File: config.mk
export PLATFORM = sky130hd
export DESIGN_NAME = spi_host_engine
export DESIGN_NICKNAME = d
export VERILOG_FILES = /design/src/rtl/spi_host_pkg.sv /design/src/rtl/spi_sck_timer.sv /design/src/rtl/spi_frame_mux.sv /design/src/rtl/spi_data_buf.sv /design/src/rtl/spi_host_seq.sv /design/src/rtl/spi_host_engine.sv
export SDC_FILE = /design/constraint.sdc
export NUM_CORES = 1
export LEC_CHECK = 0
export ABC_AREA = 1
export BUFFER_PORTS_ARGS = -buffer_cell sky130_fd_sc_hd__buf_2
export CAP_MARGIN = 10
export CORE_MARGIN = 2
export CORE_UTILIZATION = 35
export DETAILED_ROUTE_END_ITERATION = 10
export PLACE_DENSITY_LB_ADDON = 0.15
export RECOVER_POWER = 50
export SYNTH_ARGS = -nofsm -noshare
export SYNTH_HDL_FRONTEND = slang
export SYNTH_SLANG_ARGS = --single-unit
export TNS_END_PERCENT = 1
File: constraint.sdc
create_clock -name clk -period 4 [get_ports clk]
set_input_delay 0.6 -clock clk [delete_from_list [all_inputs] [get_ports clk]]
set_output_delay 0.6 -clock clk [all_outputs]
set_load 0.01 [all_outputs]
File: src/rtl/spi_host_pkg.sv
`timescale 1ns/1ps
package spi_host_pkg;
  typedef enum logic [2:0] {
    ST_IDLE,
    ST_SETUP,
    ST_LOW,
    ST_HIGH,
    ST_HOLD
  } seq_state_t;
endpackage

File: src/rtl/spi_sck_timer.sv
`timescale 1ns/1ps
module spi_sck_timer #(
  parameter int DIV_W = 7
) (
  input  logic             clk,
  input  logic             rst_n,
  input  logic             run,
  input  logic [DIV_W-1:0] div,
  output logic             tick
);
  logic [DIV_W-1:0] cnt_q;

  assign tick = run && (cnt_q == div);

  always_ff @(posedge clk or negedge rst_n) begin
    if (!rst_n)       cnt_q <= '0;
    else if (!run)    cnt_q <= '0;
    else if (tick)    cnt_q <= '0;
    else              cnt_q <= cnt_q + 1'b1;
  end
endmodule

File: src/rtl/spi_frame_mux.sv
`timescale 1ns/1ps
module spi_frame_mux #(
  parameter int ADDR_W     = 24,
  parameter int DATA_BYTES = 16,
  parameter int DUMMY_W    = 2,
  parameter int CNT_W      = 5,
  parameter int ACNT_W     = 2,
  parameter int IDX_W      = 5
) (
  input  logic [IDX_W-1:0]          byte_idx,
  input  logic [7:0]                opcode,
  input  logic [ACNT_W-1:0]         addr_cnt,
  input  logic [DUMMY_W-1:0]        dummy_cnt,
  input  logic [CNT_W-1:0]          data_cnt,
  input  logic                      is_read,
  input  logic [ADDR_W-1:0]         addr,
  input  logic [8*DATA_BYTES-1:0]   wdata,
  output logic [7:0]                tx_byte,
  output logic                      rd_data_byte,
  output logic [$clog2(DATA_BYTES)-1:0] data_idx,
  output logic                      last_byte
);
  localparam int DIDX_W = $clog2(DATA_BYTES);

  logic [IDX_W-1:0] a_end, d_end, f_end, a_sel, d_sel;
  logic [ADDR_W-1:0] a_shift;
  logic [8*DATA_BYTES-1:0] d_shift;

  always_comb begin
    a_end     = IDX_W'(addr_cnt);
    d_end     = a_end + IDX_W'(dummy_cnt);
    f_end     = d_end + IDX_W'(data_cnt);
    a_sel     = a_end - byte_idx;
    d_sel     = byte_idx - d_end - 1'b1;
    data_idx  = DIDX_W'(d_sel);
    a_shift   = addr >> {a_sel, 3'b000};
    d_shift   = wdata >> {data_idx, 3'b000};
    last_byte = (byte_idx == f_end);
    tx_byte      = 8'h00;
    rd_data_byte = 1'b0;
    if (byte_idx == '0)           tx_byte = opcode;
    else if (byte_idx <= a_end)   tx_byte = a_shift[7:0];
    else if (byte_idx <= d_end)   tx_byte = 8'h00;
    else if (is_read)             rd_data_byte = 1'b1;
    else                          tx_byte = d_shift[7:0];
  end
endmodule

File: src/rtl/spi_data_buf.sv
`timescale 1ns/1ps
module spi_data_buf #(
  parameter int DATA_BYTES = 16
) (
  input  logic                           clk,
  input  logic                           rst_n,
  input  logic                           ld_we,
  input  logic [8*DATA_BYTES-1:0]        ld_data,
  input  logic                           cap_we,
  input  logic [$clog2(DATA_BYTES)-1:0]  cap_idx,
  input  logic [7:0]                     cap_byte,
  output logic [8*DATA_BYTES-1:0]        q
);
  localparam int DIDX_W = $clog2(DATA_BYTES);

  for (genvar g = 0; g < DATA_BYTES; g++) begin : g_lane
    always_ff @(posedge clk or negedge rst_n) begin
      if (!rst_n)
        q[8*g +: 8] <= 8'h00;
      else if (ld_we)
        q[8*g +: 8] <= ld_data[8*g +: 8];
      else if (cap_we && (cap_idx == DIDX_W'(g)))
        q[8*g +: 8] <= cap_byte;
    end
  end
endmodule

File: src/rtl/spi_host_seq.sv
`timescale 1ns/1ps
module spi_host_seq
  import spi_host_pkg::*;
#(
  parameter int DIV_W      = 7,
  parameter int CNT_W      = 5,
  parameter int DUMMY_W    = 2,
  parameter int ACNT_W     = 2,
  parameter int IDX_W      = 5,
  parameter int DATA_BYTES = 16
) (
  input  logic               clk,
  input  logic               rst_n,
  input  logic               cmd_we,
  input  logic               cmd_en,
  input  logic               cmd_dev_sel,
  input  logic [7:0]         cmd_opcode,
  input  logic [ACNT_W-1:0]  cmd_addr_cnt,
  input  logic [DUMMY_W-1:0] cmd_dummy_cnt,
  input  logic [CNT_W-1:0]   cmd_data_cnt,
  input  logic               cmd_read,
  input  logic               wr_timer_active,
  input  logic [DIV_W-1:0]   flash_div,
  input  logic [DIV_W-1:0]   ee_div,
  input  logic               tick,
  input  logic [7:0]         tx_byte,
  input  logic               rd_data_byte,
  input  logic               last_byte,
  input  logic               spi_miso,
  output logic               busy,
  output logic               cmd_reject,
  output logic               spi_sck,
  output logic [1:0]         spi_cs_n,
  output logic               spi_mosi,
  output logic [DIV_W-1:0]   div_q,
  output logic [IDX_W-1:0]   byte_idx,
  output logic [7:0]         q_opcode,
  output logic [ACNT_W-1:0]  q_addr_cnt,
  output logic [DUMMY_W-1:0] q_dummy_cnt,
  output logic [CNT_W-1:0]   q_data_cnt,
  output logic               q_read,
  output logic               cap_we,
  output logic [7:0]         cap_byte
);
  seq_state_t state_q;
  logic [2:0] bit_idx;
  logic [7:0] rx_sh;
  logic       dev_q;
  logic       start_req, too_long, in_frame;

  assign start_req = (state_q == ST_IDLE) && cmd_we && cmd_en && !wr_timer_active;
  assign too_long  = cmd_data_cnt > CNT_W'(DATA_BYTES);
  assign busy      = (state_q != ST_IDLE);
  assign in_frame  = (state_q == ST_SETUP) || (state_q == ST_LOW) || (state_q == ST_HIGH);
  assign spi_sck   = (state_q == ST_HIGH);
  assign spi_cs_n  = !busy ? 2'b11 : (dev_q ? 2'b01 : 2'b10);
  assign spi_mosi  = in_frame ? tx_byte[bit_idx] : 1'b0;
  assign cap_we    = (state_q == ST_HIGH) && tick && (bit_idx == 3'd0) && rd_data_byte;
  assign cap_byte  = rx_sh;

  always_ff @(posedge clk or negedge rst_n) begin
    if (!rst_n) begin
      state_q     <= ST_IDLE;
      bit_idx     <= 3'd7;
      rx_sh       <= 8'h00;
      dev_q       <= 1'b0;
      div_q       <= '0;
      byte_idx    <= '0;
      q_opcode    <= 8'h00;
      q_addr_cnt  <= '0;
      q_dummy_cnt <= '0;
      q_data_cnt  <= '0;
      q_read      <= 1'b0;
      cmd_reject  <= 1'b0;
    end else begin
      cmd_reject <= 1'b0;
      case (state_q)
        ST_IDLE: begin
          if (start_req) begin
            if (too_long) begin
              cmd_reject <= 1'b1;
            end else begin
              state_q     <= ST_SETUP;
              dev_q       <= cmd_dev_sel;
              div_q       <= cmd_dev_sel ? ee_div : flash_div;
              byte_idx    <= '0;
              bit_idx     <= 3'd7;
              q_opcode    <= cmd_opcode;
              q_addr_cnt  <= cmd_addr_cnt;
              q_dummy_cnt <= cmd_dummy_cnt;
              q_data_cnt  <= cmd_data_cnt;
              q_read      <= cmd_read;
            end
          end
        end
        ST_SETUP, ST_LOW: begin
          if (tick) begin
            state_q <= ST_HIGH;
            rx_sh   <= {rx_sh[6:0], spi_miso};
          end
        end
        ST_HIGH: begin
          if (tick) begin
            if (bit_idx == 3'd0) begin
              if (last_byte) begin
                state_q <= ST_HOLD;
              end else begin
                state_q  <= ST_LOW;
                byte_idx <= byte_idx + 1'b1;
                bit_idx  <= 3'd7;
              end
            end else begin
              state_q <= ST_LOW;
              bit_idx <= bit_idx - 1'b1;
            end
          end
        end
        ST_HOLD: begin
          if (tick) state_q <= ST_IDLE;
        end
        default: state_q <= ST_IDLE;
      endcase
    end
  end
endmodule

File: src/rtl/spi_host_engine.sv
`timescale 1ns/1ps
module spi_host_engine #(
  parameter int ADDR_W     = 24,
  parameter int DATA_BYTES = 16,
  parameter int DUMMY_W    = 2,
  parameter int CNT_W      = 5,
  parameter int DIV_W      = 7,
  parameter int FLASH_DIV_RST = 7,
  parameter int EE_DIV_RST    = 63
) (
  input  logic                    clk,
  input  logic                    rst_n,
  input  logic                    addr_we,
  input  logic [ADDR_W-1:0]       addr_in,
  input  logic                    data_we,
  input  logic [8*DATA_BYTES-1:0] data_in,
  output logic [8*DATA_BYTES-1:0] data_out,
  input  logic                    cfg_we,
  input  logic [DIV_W-1:0]        cfg_flash_div,
  input  logic [DIV_W-1:0]        cfg_eeprom_div,
  input  logic                    cmd_we,
  input  logic                    cmd_en,
  input  logic                    cmd_dev_sel,
  input  logic [7:0]              cmd_opcode,
  input  logic [$clog2(ADDR_W/8+1)-1:0] cmd_addr_cnt,
  input  logic [DUMMY_W-1:0]      cmd_dummy_cnt,
  input  logic [CNT_W-1:0]        cmd_data_cnt,
  input  logic                    cmd_read,
  input  logic                    wr_timer_active,
  output logic                    busy,
  output logic                    cmd_reject,
  output logic                    spi_sck,
  output logic [1:0]              spi_cs_n,
  output logic                    spi_mosi,
  input  logic                    spi_miso
);
  localparam int ADDR_BYTES = ADDR_W / 8;
  localparam int ACNT_W     = $clog2(ADDR_BYTES + 1);
  localparam int DIDX_W     = $clog2(DATA_BYTES);
  localparam int IDX_W      = $clog2(ADDR_BYTES + (1 << DUMMY_W) + DATA_BYTES + 1);

  logic [ADDR_W-1:0] addr_q;
  logic [DIV_W-1:0]  flash_div_q, ee_div_q, div_q;
  logic              tick, rd_data_byte, last_byte, cap_we, q_read;
  logic [7:0]        tx_byte, cap_byte, q_opcode;
  logic [IDX_W-1:0]  byte_idx;
  logic [ACNT_W-1:0] q_addr_cnt;
  logic [DUMMY_W-1:0] q_dummy_cnt;
  logic [CNT_W-1:0]  q_data_cnt;
  logic [DIDX_W-1:0] data_idx;

  always_ff @(posedge clk or negedge rst_n) begin
    if (!rst_n) begin
      addr_q      <= '0;
      flash_div_q <= DIV_W'(FLASH_DIV_RST);
      ee_div_q    <= DIV_W'(EE_DIV_RST);
    end else begin
      if (addr_we && !busy) addr_q <= addr_in;
      if (cfg_we) begin
        flash_div_q <= cfg_flash_div;
        ee_div_q    <= cfg_eeprom_div;
      end
    end
  end

  spi_sck_timer #(.DIV_W(DIV_W)) u_timer (
    .clk(clk), .rst_n(rst_n), .run(busy), .div(div_q), .tick(tick)
  );

  spi_host_seq #(
    .DIV_W(DIV_W), .CNT_W(CNT_W), .DUMMY_W(DUMMY_W), .ACNT_W(ACNT_W),
    .IDX_W(IDX_W), .DATA_BYTES(DATA_BYTES)
  ) u_seq (
    .clk(clk), .rst_n(rst_n),
    .cmd_we(cmd_we), .cmd_en(cmd_en), .cmd_dev_sel(cmd_dev_sel),
    .cmd_opcode(cmd_opcode), .cmd_addr_cnt(cmd_addr_cnt),
    .cmd_dummy_cnt(cmd_dummy_cnt), .cmd_data_cnt(cmd_data_cnt),
    .cmd_read(cmd_read), .wr_timer_active(wr_timer_active),
    .flash_div(flash_div_q), .ee_div(ee_div_q),
    .tick(tick), .tx_byte(tx_byte), .rd_data_byte(rd_data_byte),
    .last_byte(last_byte), .spi_miso(spi_miso),
    .busy(busy), .cmd_reject(cmd_reject), .spi_sck(spi_sck),
    .spi_cs_n(spi_cs_n), .spi_mosi(spi_mosi), .div_q(div_q),
    .byte_idx(byte_idx), .q_opcode(q_opcode), .q_addr_cnt(q_addr_cnt),
    .q_dummy_cnt(q_dummy_cnt), .q_data_cnt(q_data_cnt), .q_read(q_read),
    .cap_we(cap_we), .cap_byte(cap_byte)
  );

  spi_frame_mux #(
    .ADDR_W(ADDR_W), .DATA_BYTES(DATA_BYTES), .DUMMY_W(DUMMY_W),
    .CNT_W(CNT_W), .ACNT_W(ACNT_W), .IDX_W(IDX_W)
  ) u_mux (
    .byte_idx(byte_idx), .opcode(q_opcode), .addr_cnt(q_addr_cnt),
    .dummy_cnt(q_dummy_cnt), .data_cnt(q_data_cnt), .is_read(q_read),
    .addr(addr_q), .wdata(data_out), .tx_byte(tx_byte),
    .rd_data_byte(rd_data_byte), .data_idx(data_idx), .last_byte(last_byte)
  );

  spi_data_buf #(.DATA_BYTES(DATA_BYTES)) u_buf (
    .clk(clk), .rst_n(rst_n), .ld_we(data_we && !busy), .ld_data(data_in),
    .cap_we(cap_we), .cap_idx(data_idx), .cap_byte(cap_byte), .q(data_out)
  );
endmodule

==> impl_metrics.csv <==
group,metric,value,unit
status,outcome,"finished, violations left",
status,violations,"max-capacitance violations, max-slew violations, negative setup slack",
synth,syn_inst,1691,
layout,fill_cells,3720,
worst_setup_path,path_delay_family,"adder cells",
cts,clockBufferDepth,3,
floorplan,dieHeight,193,um
cts,cts_root_buffer,"clkbuf_16",
grt,antenna_found_initial,0,
worst_setup_path,path_cells,"ha_2 -> inv_2 -> fa_1 -> fa_2 -> inv_4 -> buf_6 -> nor2_4 -> buf_6 -> buf_4 -> buf_6 -> nand2_2 -> nand4_1 -> nand3_1 -> nand3_1 -> o21bai_1 -> nand2_1 -> nand2_1 -> nand3_1 -> nand3_2 -> nand2_4 -> nor2_4 -> buf_6",
worst_setup_path,path_max_fanout,6,
detailed_routing,wl,48.1,mm
timing,timing.fmax,225,MHz
power_and_ir_drop,pwr-share-comb,64.2,%
layout,register_area,5500,um2
detailed_routing,drtPass1Iterations,7,
timing,timing.final.ws_setup,-0.442,ns
detailed_routing,drt_iter0_markers,827,
synth,synth_area_leaders,"dfrtp_1 (42%), nand2_1 (18%), nand3_1 (9.5%)",
synth,ys_types,44,
power_and_ir_drop,ir_drop,0.540,mV
grt,gr-total-overflow,0,
cts,cts-buffers-inserted,27,
timing,period_minus_slack,4.44,ns
detailed_routing,num_vias,12767,
min_path,worstHoldPathType,"input port to flop",
layout,fin_area,15800,um2
synth,yosysTopAreaCell,"dfrtp_1",
timing,worstMarginPinSlew,2.86,ns
worst_setup_path,path_common_cell,"buf_6",
layout,antenna_cells,0,
worst_setup_path,worstSetupStartpointType,"flop",
timing,rsz0062_at_grt,"true",
timing,tns,-0.442,ns
power_and_ir_drop,p_int,8640,uW
cts,clk_pin_slew,0.06,ns
detailed_routing,ant_nets,0,
timing,finalMaxSlewViolations,107,
layout,layout_commonest_cell,"nand2_1",
synth,syn-cell-area,12500,um2
power_and_ir_drop,swShare,50.1,%
worst_setup_path,crit_type,"flop to primary output",
layout,finalNetCount,2241,
placed_design,dp_slack,-0.167,ns
layout,layout.cells.non_filler,2507,
layout,synthToLayoutAreaGrowth,26.5,%
power_and_ir_drop,seq_power_share,22.6,%
grt,grt_pass1_vias,12135,
synth,yosysTopAreaCellShare,41.6,%
synth,synth_seq_cells,219,
power_and_ir_drop,clkPwrFrac,13.2,%
timing,setup_viol,1,
layout,final_core_utilization,44.6,%
cts,htree_levels,1,
layout,drive_gt1_share,24.1,%
cts,cts_hold_buf,0,
min_path,min_from,"cmd_opcode[6]",
synth,syn_area_per_cell,7.37,um2
worst_setup_path,crit_slowest_cell,"fa_1",
floorplan,core,35300,um2
grt,grtUsageTotal,25.5,%
power_and_ir_drop,p_leak,0.00841,uW
detailed_routing,wl_per_cell,19.2,um
timing,period_share,111,%
run,cap_violations,1,
floorplan,fp.dieW,193,um
placed_design,hpwl,36.8,mm
synth,synthesis.nets,1904,
detailed_routing,drc,0,
placed_design,place_area,14800,um2
timing,finalHoldViolations,0,
placed_design,gp_congestion,0.915,
timing,worst_clock_skew,0.0109,ns
synth,seq_area_frac_synth,44.1,%
worst_setup_path,slowest_delay,0.52,ns
timing,max-slew-margin-rel,-90.5,%
placed_design,placed_cells,2450,
floorplan,io-pin-count,328,
detailed_routing,viasPerCell,5.09,
layout,final_cell_mix,"nand2_1 (597), buf_2 (273), nand3_1 (231)",
worst_setup_path,cp-end-kind,"primary output",
floorplan,dieArea,37100,um2
worst_setup_path,worstPathRequired,3.40,ns
floorplan,num_rows,69,
power_and_ir_drop,p_switching,8680,uW
worst_setup_path,cp-startpoint,"u_seq.q_dummy_cnt[0]",
worst_setup_path,r2r_start,"u_seq.q_addr_cnt[0]",
cts,cts_tree,"done",
cts,clk_latency,0.54,ns
grt,grt_first_pass_wirelength,72.2,mm
synth,ys_warn_count,0,
grt,grt_max_degree,107,
layout,multiInputGateArea,6150,um2
floorplan,initial_core_util,35.3,%
cts,clkSinkCount,219,
power_and_ir_drop,p_per_area,1100,nW/um2
worst_setup_path,cp_num_buf_inv,7,
placed_design,portBuffers,327,
worst_setup_path,worst_ep_arrival_time,3.84,ns
path summary, 6_finish.rpt:
path	end	slack [ns]	cells past startpoint
hold reg to reg	flash_div_q[2]	0.48	2
hold / removal	u_seq.q_opcode[6]	0.26	3
min in group asynchronous	u_buf.q[85]	0.93	1
setup / recovery	spi_mosi	-0.44	22
setup reg to reg	u_buf.q[54]	0.50	15
max in group asynchronous	u_timer.cnt_q[5]	0.59	2
kinds of logic after synthesis:
logic type	synth area share, %
compound gates	7.80
xor+xnor	1.54
fa+ha+maj	2.15
buf+inv	7.54
flops	44.1
mux	2.80
simple gates	34.1
power by group through the flow:
stage / clock [uW] / combinational [uW] / sequential, uW
final: 2290 / 11100 / 3910
after global routing: 2410 / 12300 / 4000
after CTS: 2330 / 10900 / 3880
after detailed placement: 0 / 10400 / 3910
after global placement: 0 / 10300 / 3920
after floorplan: 0 / 6100 / 3840
synth_stat cells (all sizes together):
| cell | number |
|---|---|
| a21boi | 1 |
| a21oi | 17 |
| a22oi | 3 |
| a31oi | 1 |
| a41oi | 1 |
| buf | 39 |
| clkbuf | 52 |
| clkinv | 3 |
| dfrtp | 207 |
| dfstp | 12 |
| fa | 4 |
| ha | 15 |
| inv | 135 |
| mux2 | 31 |
| nand2 | 620 |
| nand3 | 245 |
| nand4 | 13 |
| nor2 | 105 |
| nor3 | 4 |
| nor4 | 4 |
| o2111ai | 3 |
| o211ai | 9 |
| o21a | 1 |
| o21ai | 128 |
| o21bai | 5 |
| o221ai | 5 |
| o22ai | 1 |
| o41ai | 1 |
| or2 | 5 |
| xnor2 | 5 |
| xor2 | 16 |
layout make-up:
type	count	area share [%]
repair buffers	399	14.0
clock inverters	4	0.167
multi-input cells	1243	39.0
clock buffers	43	4.99
inverters	138	3.32
flip-flops and latches	219	34.9
well taps	461	3.66
tightest hold or removal path: stages:
cell and delay (ns):
buf_2 0.07, nand2_1 0.04, nand2_1 0.04
sequential cells by signal, indices dropped and copies added (netlist names), 7 cells and up:
register	flops
u_seq.div_q	7
u_buf.q	128
ee_div_q	7
flash_div_q	7
addr_q	24
u_seq.cap_byte	8
u_seq.q_opcode	8
u_timer.cnt_q	7
per-stage QoR:
stage                     hold slack, ns  total power (uW)
after detailed placement           0.472             14300
after global placement             0.468             14300
after global routing               0.246             18700
after CTS                          0.160             17100
final                              0.261             17300
after floorplan                    0.304              9930
per-layer routing:
layer,GRT usage [%],part of all wire [%],vias up
li1,-,-,6115
met1,37.2,46,6090
met2,39.9,44,496
met3,3.56,7.4,66
met4,5.93,2.3,0
met5,0,0,-
repair_timing:
| item | in CTS | in global routing |
|---|---|---|
| setup buffers | 6 | 3 |
| setup endpoints to repair | 1 | 1 |
| cloned | 0 | 1 |
| gates resized for setup | 28 | 20 |
| pin swaps | 21 | 18 |
Power figures use the tool's default switching activity.
